==> src/rtl/i2cgc_pkg.sv <==
package i2cgc_pkg;
  localparam int BYTE_BITS = 8;
  localparam int CNT_W     = $clog2(BYTE_BITS + 1);

  typedef enum logic [1:0] {ST_IDLE, ST_ADDR, ST_DATA, ST_ACK} eng_state_t;

  localparam logic [7:0] SC_OWN_ACK  = 8'h60;
  localparam logic [7:0] SC_OWN_ARB  = 8'h68;
  localparam logic [7:0] SC_GC_ACK   = 8'h70;
  localparam logic [7:0] SC_GC_ARB   = 8'h78;
  localparam logic [7:0] SC_OWN_DACK = 8'h80;
  localparam logic [7:0] SC_OWN_DNAK = 8'h88;
  localparam logic [7:0] SC_GC_DACK  = 8'h90;
  localparam logic [7:0] SC_GC_DNAK  = 8'h98;
  localparam logic [7:0] SC_END      = 8'hA0;
  localparam logic [7:0] SC_NONE     = 8'hF8;
endpackage

==> src/rtl/i2cgc_filter.sv <==
module i2cgc_filter #(
  parameter int SYNC_STAGES = 2,
  parameter int FILT_LEN    = 3
) (
  input  logic clk,
  input  logic rst_n,
  input  logic raw_i,
  output logic clean_o
);
  logic [SYNC_STAGES-1:0] sync_q;
  logic [FILT_LEN-1:0]    win_q;
  logic                   clean_q;

  // the line only changes once FILT_LEN consecutive samples agree
  always_ff @(posedge clk or negedge rst_n) begin
    if (!rst_n) begin
      sync_q  <= '1;
      win_q   <= '1;
      clean_q <= 1'b1;
    end else begin
      sync_q <= {sync_q[SYNC_STAGES-2:0], raw_i};
      win_q  <= {win_q[FILT_LEN-2:0], sync_q[SYNC_STAGES-1]};
      if (&win_q)       clean_q <= 1'b1;
      else if (~|win_q) clean_q <= 1'b0;
    end
  end

  assign clean_o = clean_q;
endmodule

==> src/rtl/i2cgc_events.sv <==
module i2cgc_events (
  input  logic clk,
  input  logic rst_n,
  input  logic scl_i,
  input  logic sda_i,
  output logic start_o,
  output logic stop_o,
  output logic rise_o,
  output logic fall_o,
  output logic busy_o
);
  logic scl_p, sda_p, busy_q;

  always_ff @(posedge clk or negedge rst_n) begin
    if (!rst_n) begin
      scl_p  <= 1'b1;
      sda_p  <= 1'b1;
      busy_q <= 1'b0;
    end else begin
      scl_p <= scl_i;
      sda_p <= sda_i;
      if (start_o)     busy_q <= 1'b1;
      else if (stop_o) busy_q <= 1'b0;
    end
  end

  assign start_o = scl_i & scl_p & sda_p & ~sda_i;
  assign stop_o  = scl_i & scl_p & ~sda_p & sda_i;
  assign rise_o  = scl_i & ~scl_p;
  assign fall_o  = ~scl_i & scl_p;
  assign busy_o  = busy_q;
endmodule

==> src/rtl/i2cgc_engine.sv <==
module i2cgc_engine
  import i2cgc_pkg::*;
(
  input  logic       clk,
  input  logic       rst_n,
  input  logic       scl_f_i,
  input  logic       sda_f_i,
  input  logic       start_i,
  input  logic       stop_i,
  input  logic       rise_i,
  input  logic       fall_i,
  input  logic       aa_i,
  input  logic [6:0] own_addr_i,
  input  logic       gc_en_i,
  input  logic       arb_lost_i,
  input  logic       sto_i,
  output logic       evt_o,
  output logic [7:0] evt_code_o,
  output logic       evt_hold_o,
  output logic       ack_drv_o,
  output logic [7:0] rx_data_o,
  output logic       wake_o
);
  eng_state_t       state_q;
  logic [CNT_W-1:0] cnt_q;
  logic [7:0]       shreg_q, rx_q, code_q;
  logic             gc_mode_q, nak_q, arb_q, ack_q, evt_q, hold_q, wake_q;
  logic             match_gc, match_own;

  assign match_gc  = gc_en_i && aa_i && (shreg_q == 8'h00);
  assign match_own = aa_i && (|own_addr_i) && (shreg_q[7:1] == own_addr_i) && !shreg_q[0];

  always_ff @(posedge clk or negedge rst_n) begin
    if (!rst_n) begin
      state_q <= ST_IDLE;  cnt_q <= '0;  shreg_q <= '0;  rx_q <= '0;
      code_q <= SC_NONE;   gc_mode_q <= 1'b0;  nak_q <= 1'b0;  arb_q <= 1'b0;
      ack_q <= 1'b0;       evt_q <= 1'b0;  hold_q <= 1'b0;  wake_q <= 1'b0;
    end else begin
      evt_q  <= 1'b0;
      wake_q <= 1'b0;
      if (arb_lost_i) arb_q <= 1'b1;
      if (sto_i) begin
        state_q <= ST_IDLE;
        ack_q   <= 1'b0;
      end else if (start_i || stop_i) begin
        if (state_q == ST_DATA) begin
          evt_q  <= 1'b1;
          code_q <= SC_END;
          hold_q <= 1'b0;
        end
        ack_q   <= 1'b0;
        cnt_q   <= '0;
        state_q <= start_i ? ST_ADDR : ST_IDLE;
      end else begin
        case (state_q)
          ST_ADDR, ST_DATA: begin
            if (rise_i) begin
              shreg_q <= {shreg_q[6:0], sda_f_i};
              cnt_q   <= cnt_q + 1'b1;
            end else if (fall_i && cnt_q == CNT_W'(BYTE_BITS)) begin
              if (state_q == ST_ADDR) begin
                if (match_gc || match_own) begin
                  ack_q     <= 1'b1;
                  evt_q     <= 1'b1;
                  hold_q    <= 1'b1;
                  wake_q    <= 1'b1;
                  gc_mode_q <= match_gc;
                  nak_q     <= 1'b0;
                  arb_q     <= 1'b0;
                  code_q    <= match_gc ? (arb_q ? SC_GC_ARB : SC_GC_ACK)
                                        : (arb_q ? SC_OWN_ARB : SC_OWN_ACK);
                  state_q   <= ST_ACK;
                end else begin
                  state_q <= ST_IDLE;
                end
              end else begin
                rx_q    <= shreg_q;
                ack_q   <= aa_i;
                nak_q   <= !aa_i;
                evt_q   <= 1'b1;
                hold_q  <= 1'b1;
                code_q  <= gc_mode_q ? (aa_i ? SC_GC_DACK : SC_GC_DNAK)
                                     : (aa_i ? SC_OWN_DACK : SC_OWN_DNAK);
                state_q <= ST_ACK;
              end
            end
          end
          ST_ACK: if (fall_i) begin
            ack_q   <= 1'b0;
            cnt_q   <= '0;
            state_q <= nak_q ? ST_IDLE : ST_DATA;
          end
          default: ;
        endcase
      end
    end
  end

  assign evt_o      = evt_q;
  assign evt_code_o = code_q;
  assign evt_hold_o = hold_q;
  assign ack_drv_o  = ack_q;
  assign rx_data_o  = rx_q;
  assign wake_o     = wake_q;

  // the acknowledge is put on SDA only while SCL is low
  p_ack_scl_low_r2: assert property (@(posedge clk) disable iff (!rst_n)
    $rose(ack_q) |-> !scl_f_i);
  // a wake pulse always coincides with a driven acknowledge
  p_wake_with_ack_r9: assert property (@(posedge clk) disable iff (!rst_n)
    wake_q |-> ack_q);
endmodule

==> src/rtl/i2cgc_slave_rx.sv <==
module i2cgc_slave_rx
  import i2cgc_pkg::*;
#(
  parameter int SYNC_STAGES = 2,
  parameter int FILT_LEN    = 3
) (
  input  logic       clk,
  input  logic       rst_n,
  input  logic       scl_i,
  input  logic       sda_i,
  output logic       scl_oe_o,
  output logic       sda_oe_o,
  input  logic       addr_we_i,
  input  logic [7:0] addr_wdata_i,
  input  logic       ctl_we_i,
  input  logic       ctl_sta_i,
  input  logic       ctl_sto_i,
  input  logic       ctl_si_i,
  input  logic       ctl_aa_i,
  input  logic       arb_lost_i,
  output logic [7:0] status_o,
  output logic       si_o,
  output logic [7:0] rx_data_o,
  output logic       wake_o,
  output logic       start_go_o
);
  localparam int N_LINES = 2;

  logic [N_LINES-1:0] raw, clean;
  logic start_e, stop_e, rise_e, fall_e, busy;
  logic evt, evt_hold, ack_drv;
  logic [7:0] evt_code;
  logic [7:0] addr_q, code_q;
  logic aa_q, si_q, hold_q, sta_pend_q, go_q;

  assign raw = {sda_i, scl_i};

  for (genvar g = 0; g < N_LINES; g++) begin : g_line
    i2cgc_filter #(.SYNC_STAGES(SYNC_STAGES), .FILT_LEN(FILT_LEN)) u_filt (
      .clk(clk), .rst_n(rst_n), .raw_i(raw[g]), .clean_o(clean[g]));
  end

  i2cgc_events u_evt (
    .clk(clk), .rst_n(rst_n), .scl_i(clean[0]), .sda_i(clean[1]),
    .start_o(start_e), .stop_o(stop_e), .rise_o(rise_e), .fall_o(fall_e),
    .busy_o(busy));

  i2cgc_engine u_eng (
    .clk(clk), .rst_n(rst_n), .scl_f_i(clean[0]), .sda_f_i(clean[1]),
    .start_i(start_e), .stop_i(stop_e), .rise_i(rise_e), .fall_i(fall_e),
    .aa_i(aa_q), .own_addr_i(addr_q[7:1]), .gc_en_i(addr_q[0]),
    .arb_lost_i(arb_lost_i), .sto_i(ctl_we_i & ctl_sto_i),
    .evt_o(evt), .evt_code_o(evt_code), .evt_hold_o(evt_hold),
    .ack_drv_o(ack_drv), .rx_data_o(rx_data_o), .wake_o(wake_o));

  always_ff @(posedge clk or negedge rst_n) begin
    if (!rst_n) begin
      addr_q <= 8'h00;  code_q <= SC_NONE;  aa_q <= 1'b0;  si_q <= 1'b0;
      hold_q <= 1'b0;   sta_pend_q <= 1'b0; go_q <= 1'b0;
    end else begin
      if (addr_we_i) addr_q <= addr_wdata_i;
      go_q <= 1'b0;
      if (sta_pend_q && !busy) begin
        go_q       <= 1'b1;
        sta_pend_q <= 1'b0;
      end
      if (ctl_we_i) begin
        aa_q <= ctl_aa_i;
        if (ctl_si_i)  si_q <= 1'b0;
        if (ctl_sta_i) sta_pend_q <= 1'b1;
      end
      if (evt) begin
        si_q   <= 1'b1;
        code_q <= evt_code;
        hold_q <= evt_hold;
      end
    end
  end

  assign status_o   = si_q ? code_q : SC_NONE;
  assign si_o       = si_q;
  assign scl_oe_o   = si_q & hold_q;
  assign sda_oe_o   = ack_drv;
  assign start_go_o = go_q;

  // a general-call status implies the enable bit is set
  p_gc_needs_enable_r2: assert property (@(posedge clk) disable iff (!rst_n)
    (si_q && (code_q == SC_GC_ACK || code_q == SC_GC_ARB)) |-> addr_q[0]);
  // an own-address status implies a nonzero own address
  p_own_nonzero_r3: assert property (@(posedge clk) disable iff (!rst_n)
    (si_q && (code_q == SC_OWN_ACK || code_q == SC_OWN_ARB)) |-> (addr_q[7:1] != 7'd0));
  // a refused byte leaves SDA released
  p_nak_released_r5: assert property (@(posedge clk) disable iff (!rst_n)
    (si_q && (code_q == SC_GC_DNAK || code_q == SC_OWN_DNAK)) |-> !sda_oe_o);
  // an end-of-transfer status never holds SCL
  p_end_no_hold_r6: assert property (@(posedge clk) disable iff (!rst_n)
    (si_q && code_q == SC_END) |-> !scl_oe_o);
  // the START request is a single-cycle pulse
  p_go_single_r8: assert property (@(posedge clk) disable iff (!rst_n)
    go_q |=> !go_q);
endmodule

==> config.mk <==
export PLATFORM = sky130hd
export DESIGN_NAME = i2cgc_slave_rx
export DESIGN_NICKNAME = d
export VERILOG_FILES = /design/src/rtl/i2cgc_pkg.sv /design/src/rtl/i2cgc_filter.sv /design/src/rtl/i2cgc_events.sv /design/src/rtl/i2cgc_engine.sv /design/src/rtl/i2cgc_slave_rx.sv
export SDC_FILE = /design/constraint.sdc
export NUM_CORES = 1
export LEC_CHECK = 0
export BUFFER_PORTS_ARGS = -buffer_cell sky130_fd_sc_hd__buf_2
export CAP_MARGIN = 0
export CORE_UTILIZATION = 57
export CTS_CLUSTER_DIAMETER = 60
export DETAILED_ROUTE_END_ITERATION = 10
export PLACE_DENSITY = 0.86
export SYNTH_ARGS = -nofsm -noshare
export SYNTH_HDL_FRONTEND = slang
export SYNTH_SLANG_ARGS = --single-unit
export TNS_END_PERCENT = 100
==> constraint.sdc <==
create_clock -name clk -period 2.4 [get_ports clk]
set_input_delay 0.24 -clock clk [delete_from_list [all_inputs] [get_ports clk]]
set_output_delay 0.24 -clock clk [all_outputs]
set_load 0.01 [all_outputs]
==> results.toml <==
[critical_path]
cp_slowest_cell = "dfrtp_1"
timing.critical_path.mode_cell = "inv_1"
start_kind = "register"
cp.required_ns = 2.63
crit_chain = "inv_1 > ha_1 > inv_1 > nor3_1 > nand2_1 > nor2_4 > mux2_2"
crit_type = "register to register"
timing.rr.start = "u_eng.state_q[0]"
critPathArrivalTime_ns = 2.38
crit_fanout = 9
slowest_delay_ns = 0.44
endpoint_kind = "register"
crit_path_start = "u_eng.state_q[0]"

[floorplanning]
io_pins = 40
std_cell_rows = 26
die_height_um = 74.9
dieArea_um2 = 5610
core_area_um2 = 5110
start_util_pct = 59.3
die_w_um = 74.9

[timing]
finalHoldViolations = 0
fin_tns_setup_ns = 0
drv_slew = 0
finalClockSkew_ns = 0.00432
rsz0062_at_grt = "no"
fmax_mhz = 464
setup_viol = 0
worstMarginPinSlew_ns = 0.526
setup_slack_ns = 0.246
fin_crit_sh_pct = 89.7
fin_crit_ns = 2.15
maxSlewHeadroom_pct = 64.9

[clock_tree]
cts_resized = 0
cts_buffers = 9
cts-htree-levels = 3
cts_buffer_depth = 2
clk_latency_ns = 0.34
clk_pin_slew_ns = 0.07
cts_root_buffer = "clkbuf_8"
clkSinkCount = 67
postCtsSetupRepairBufs = 0
cts_hold_buf = 3
tritoncts = "done"

[power_and_ir_drop]
power.switching_mw = 1.25
p_int_mw = 2.49
p_per_area_nw_per_um2 = 1060
p_clk_share_pct = 24.9
p_comb_share_pct = 30.4
sequentialPowerShare_pct = 44.8
power_leakage_nw = 1.66
swShare_pct = 33.4
total_power_mw = 3.74
ir_drop_uv = 511

[synth]
synth_cell_types = 57
syn_avg_cell_area_um2 = 12.9
syn_area_um2 = 3030
synth_flop_cell = "dfrtp_1"
yosysSeqAreaShare_pct = 56.3
synth-seq-cells = 67
synth_top_cell_by_area = "dfrtp_1"
ys_warn_count = 0
netlist_instances = 234
synth.top_cell.area_share_pct = 35.5
synth_edf_count = 0
synthArstFlopShare_pct = 100
netlist_top_cells_area = "dfrtp_1 36%, dfstp_2 21%, mux2_2 8.9%"

[global_routing]
grt_antenna_before_repair = 0
grt_pass1_vias = 1806
grt_overflow = 0
grt_max_degree = 68
grt_pass1_wl_mm = 8.60
grt_util_all_layers_pct = 21.6

[layout]
finish.utilization_pct = 68.9
final_common_cell = "dfrtp_1"
nFillCells = 396
areaGrowthSynthToFinish_pct = 16.2
fin_nets = 305
layout_common_cells = "43 x dfrtp_1, 36 x buf_2, 24 x mux2_2, 24 x dfstp_2, 13 x inv_1"
final_area_um2 = 3520
drive_above_1_share_pct = 43.5
num_antenna_cells = 0

[place]
place_congestion = 0.926
dp_hpwl_mm = 3.59
portBuffers = 36
place_ws_ns = 0.249
place_area_um2 = 3280

[detailed_routing]
wl_mm = 5.17
drtIter0Drc = 136
drtAntennaViolNets = 0
routedWlPerCell_um = 14.6
viasPerCell = 5.35
first_pass_iters = 4
vias = 1900
drc = 0

[flow_run]
maxCapViolations = 0

[worst_hold_path]
hp-start = "arb_lost_i"
hp-class = "input port to register"

[status]
status = "finished, final reports clean"
-- per-layer routing --
| metal | track usage (%) | vias up | share of wire [%] |
|---|---|---|---|
| met2 | 32.3 | 56 | 47 |
| met1 | 29.0 | 922 | 47 |
| li1 | - | 911 | - |
| met5 | 0 | - | 0 |
| met4 | 11.5 | 0 | 2.2 |
| met3 | 5.62 | 11 | 4.2 |
-- layout make-up --
cell class | count | area, um^2 | area share (%)
clock buffers | 12 | 176 | 5.01
multi-input cells | 148 | 1230 | 35.0
clock inverters | 4 | 30.0 | 0.853
well taps | 70 | 87.6 | 2.49
flip-flops and latches | 67 | 1710 | 48.5
repair buffers | 41 | 238 | 6.75
inverters | 13 | 48.8 | 1.39
-- cells in the mapped netlist, types with 5 or more instances --
| master | count |
|---|---|
| a21oi_1 | 6 |
| dfrtp_1 | 43 |
| dfstp_2 | 24 |
| ha_1 | 6 |
| inv_1 | 13 |
| mux2_2 | 24 |
| mux2_4 | 8 |
| nand2_1 | 5 |
| nand2b_1 | 9 |
| nand3_1 | 5 |
| nor2_1 | 10 |
| o21ai_0 | 10 |
| xor2_1 | 6 |
-- sequential cells by signal, indices dropped and copies added (netlist names), 2 cells and up --
name                   count
u_eng.evt_code_o           5
g_line.u_filt.sync_q       4
u_eng.state_q              2
u_eng.shreg_q              8
u_eng.cnt_q                4
addr_q                     8
code_q                     5
g_line.u_filt.win_q        6
g_line.u_filt.clean_o      2
u_eng.rx_data_o            8
-- stage by stage --
| step | hold slack (ns) | instances |
|---|---|---|
| final | 0.114 | 355 |
| after global routing | 0.115 | 355 |
| after CTS | 0.102 | 355 |
| after detailed placement | 0.278 | 336 |
| after global placement | 0.280 | 336 |
| after floorplan | -0.0556 | 236 |
-- power by group through the flow --
stage	logic, mW	registers [mW]	clock network (mW)
2_1_floorplan	0.870	1.63	0
3_3_place_gp	1.10	1.67	0
3_5_place_dp	1.12	1.69	0
4_1_cts	1.14	1.67	0.957
5_1_grt	1.27	1.72	1.01
6_report	1.13	1.67	0.930
-- cells by family after synthesis --
group                    after synthesis  synth area share (%)
AO/OA/AOI/OAI                         45                  11.5
XOR/XNOR                               8                  2.56
adder cells (fa/ha/maj)                6                  2.48
buffers and inverters                 21                  3.22
flip-flops                            67                  56.3
multiplexers                          33                  13.2
other                                  1                 0.124
AND/OR/NAND/NOR                       53                  10.6
-- worst paths after layout --
| check | endpoint | slack [ns] | cells past startpoint |
|---|---|---|---|
| setup / recovery | u_eng.rx_data_o[2] | 0.25 | 7 |
| hold / removal | u_eng.arb_q | 0.11 | 3 |
| setup reg to reg | u_eng.rx_data_o[2] | 0.25 | 7 |
| hold reg to reg | g_line[0].u_filt.sync_q[1] | 0.36 | 0 |
| max in group asynchronous | g_line[1].u_filt.sync_q[1] | 1.65 | 3 |
| min in group asynchronous | u_evt.busy_o | 0.43 | 3 |
-- worst max-delay path, delay by kind of cell (launching register included) --
family,cells,cell delay (ns)
adders and majority gates,1,0.35
buffers and inverters,2,0.16
and+or+nand+nor,3,0.71
muxes,1,0.38
DFF,1,0.44
No activity file was read; power rests on OpenSTA's default activity.
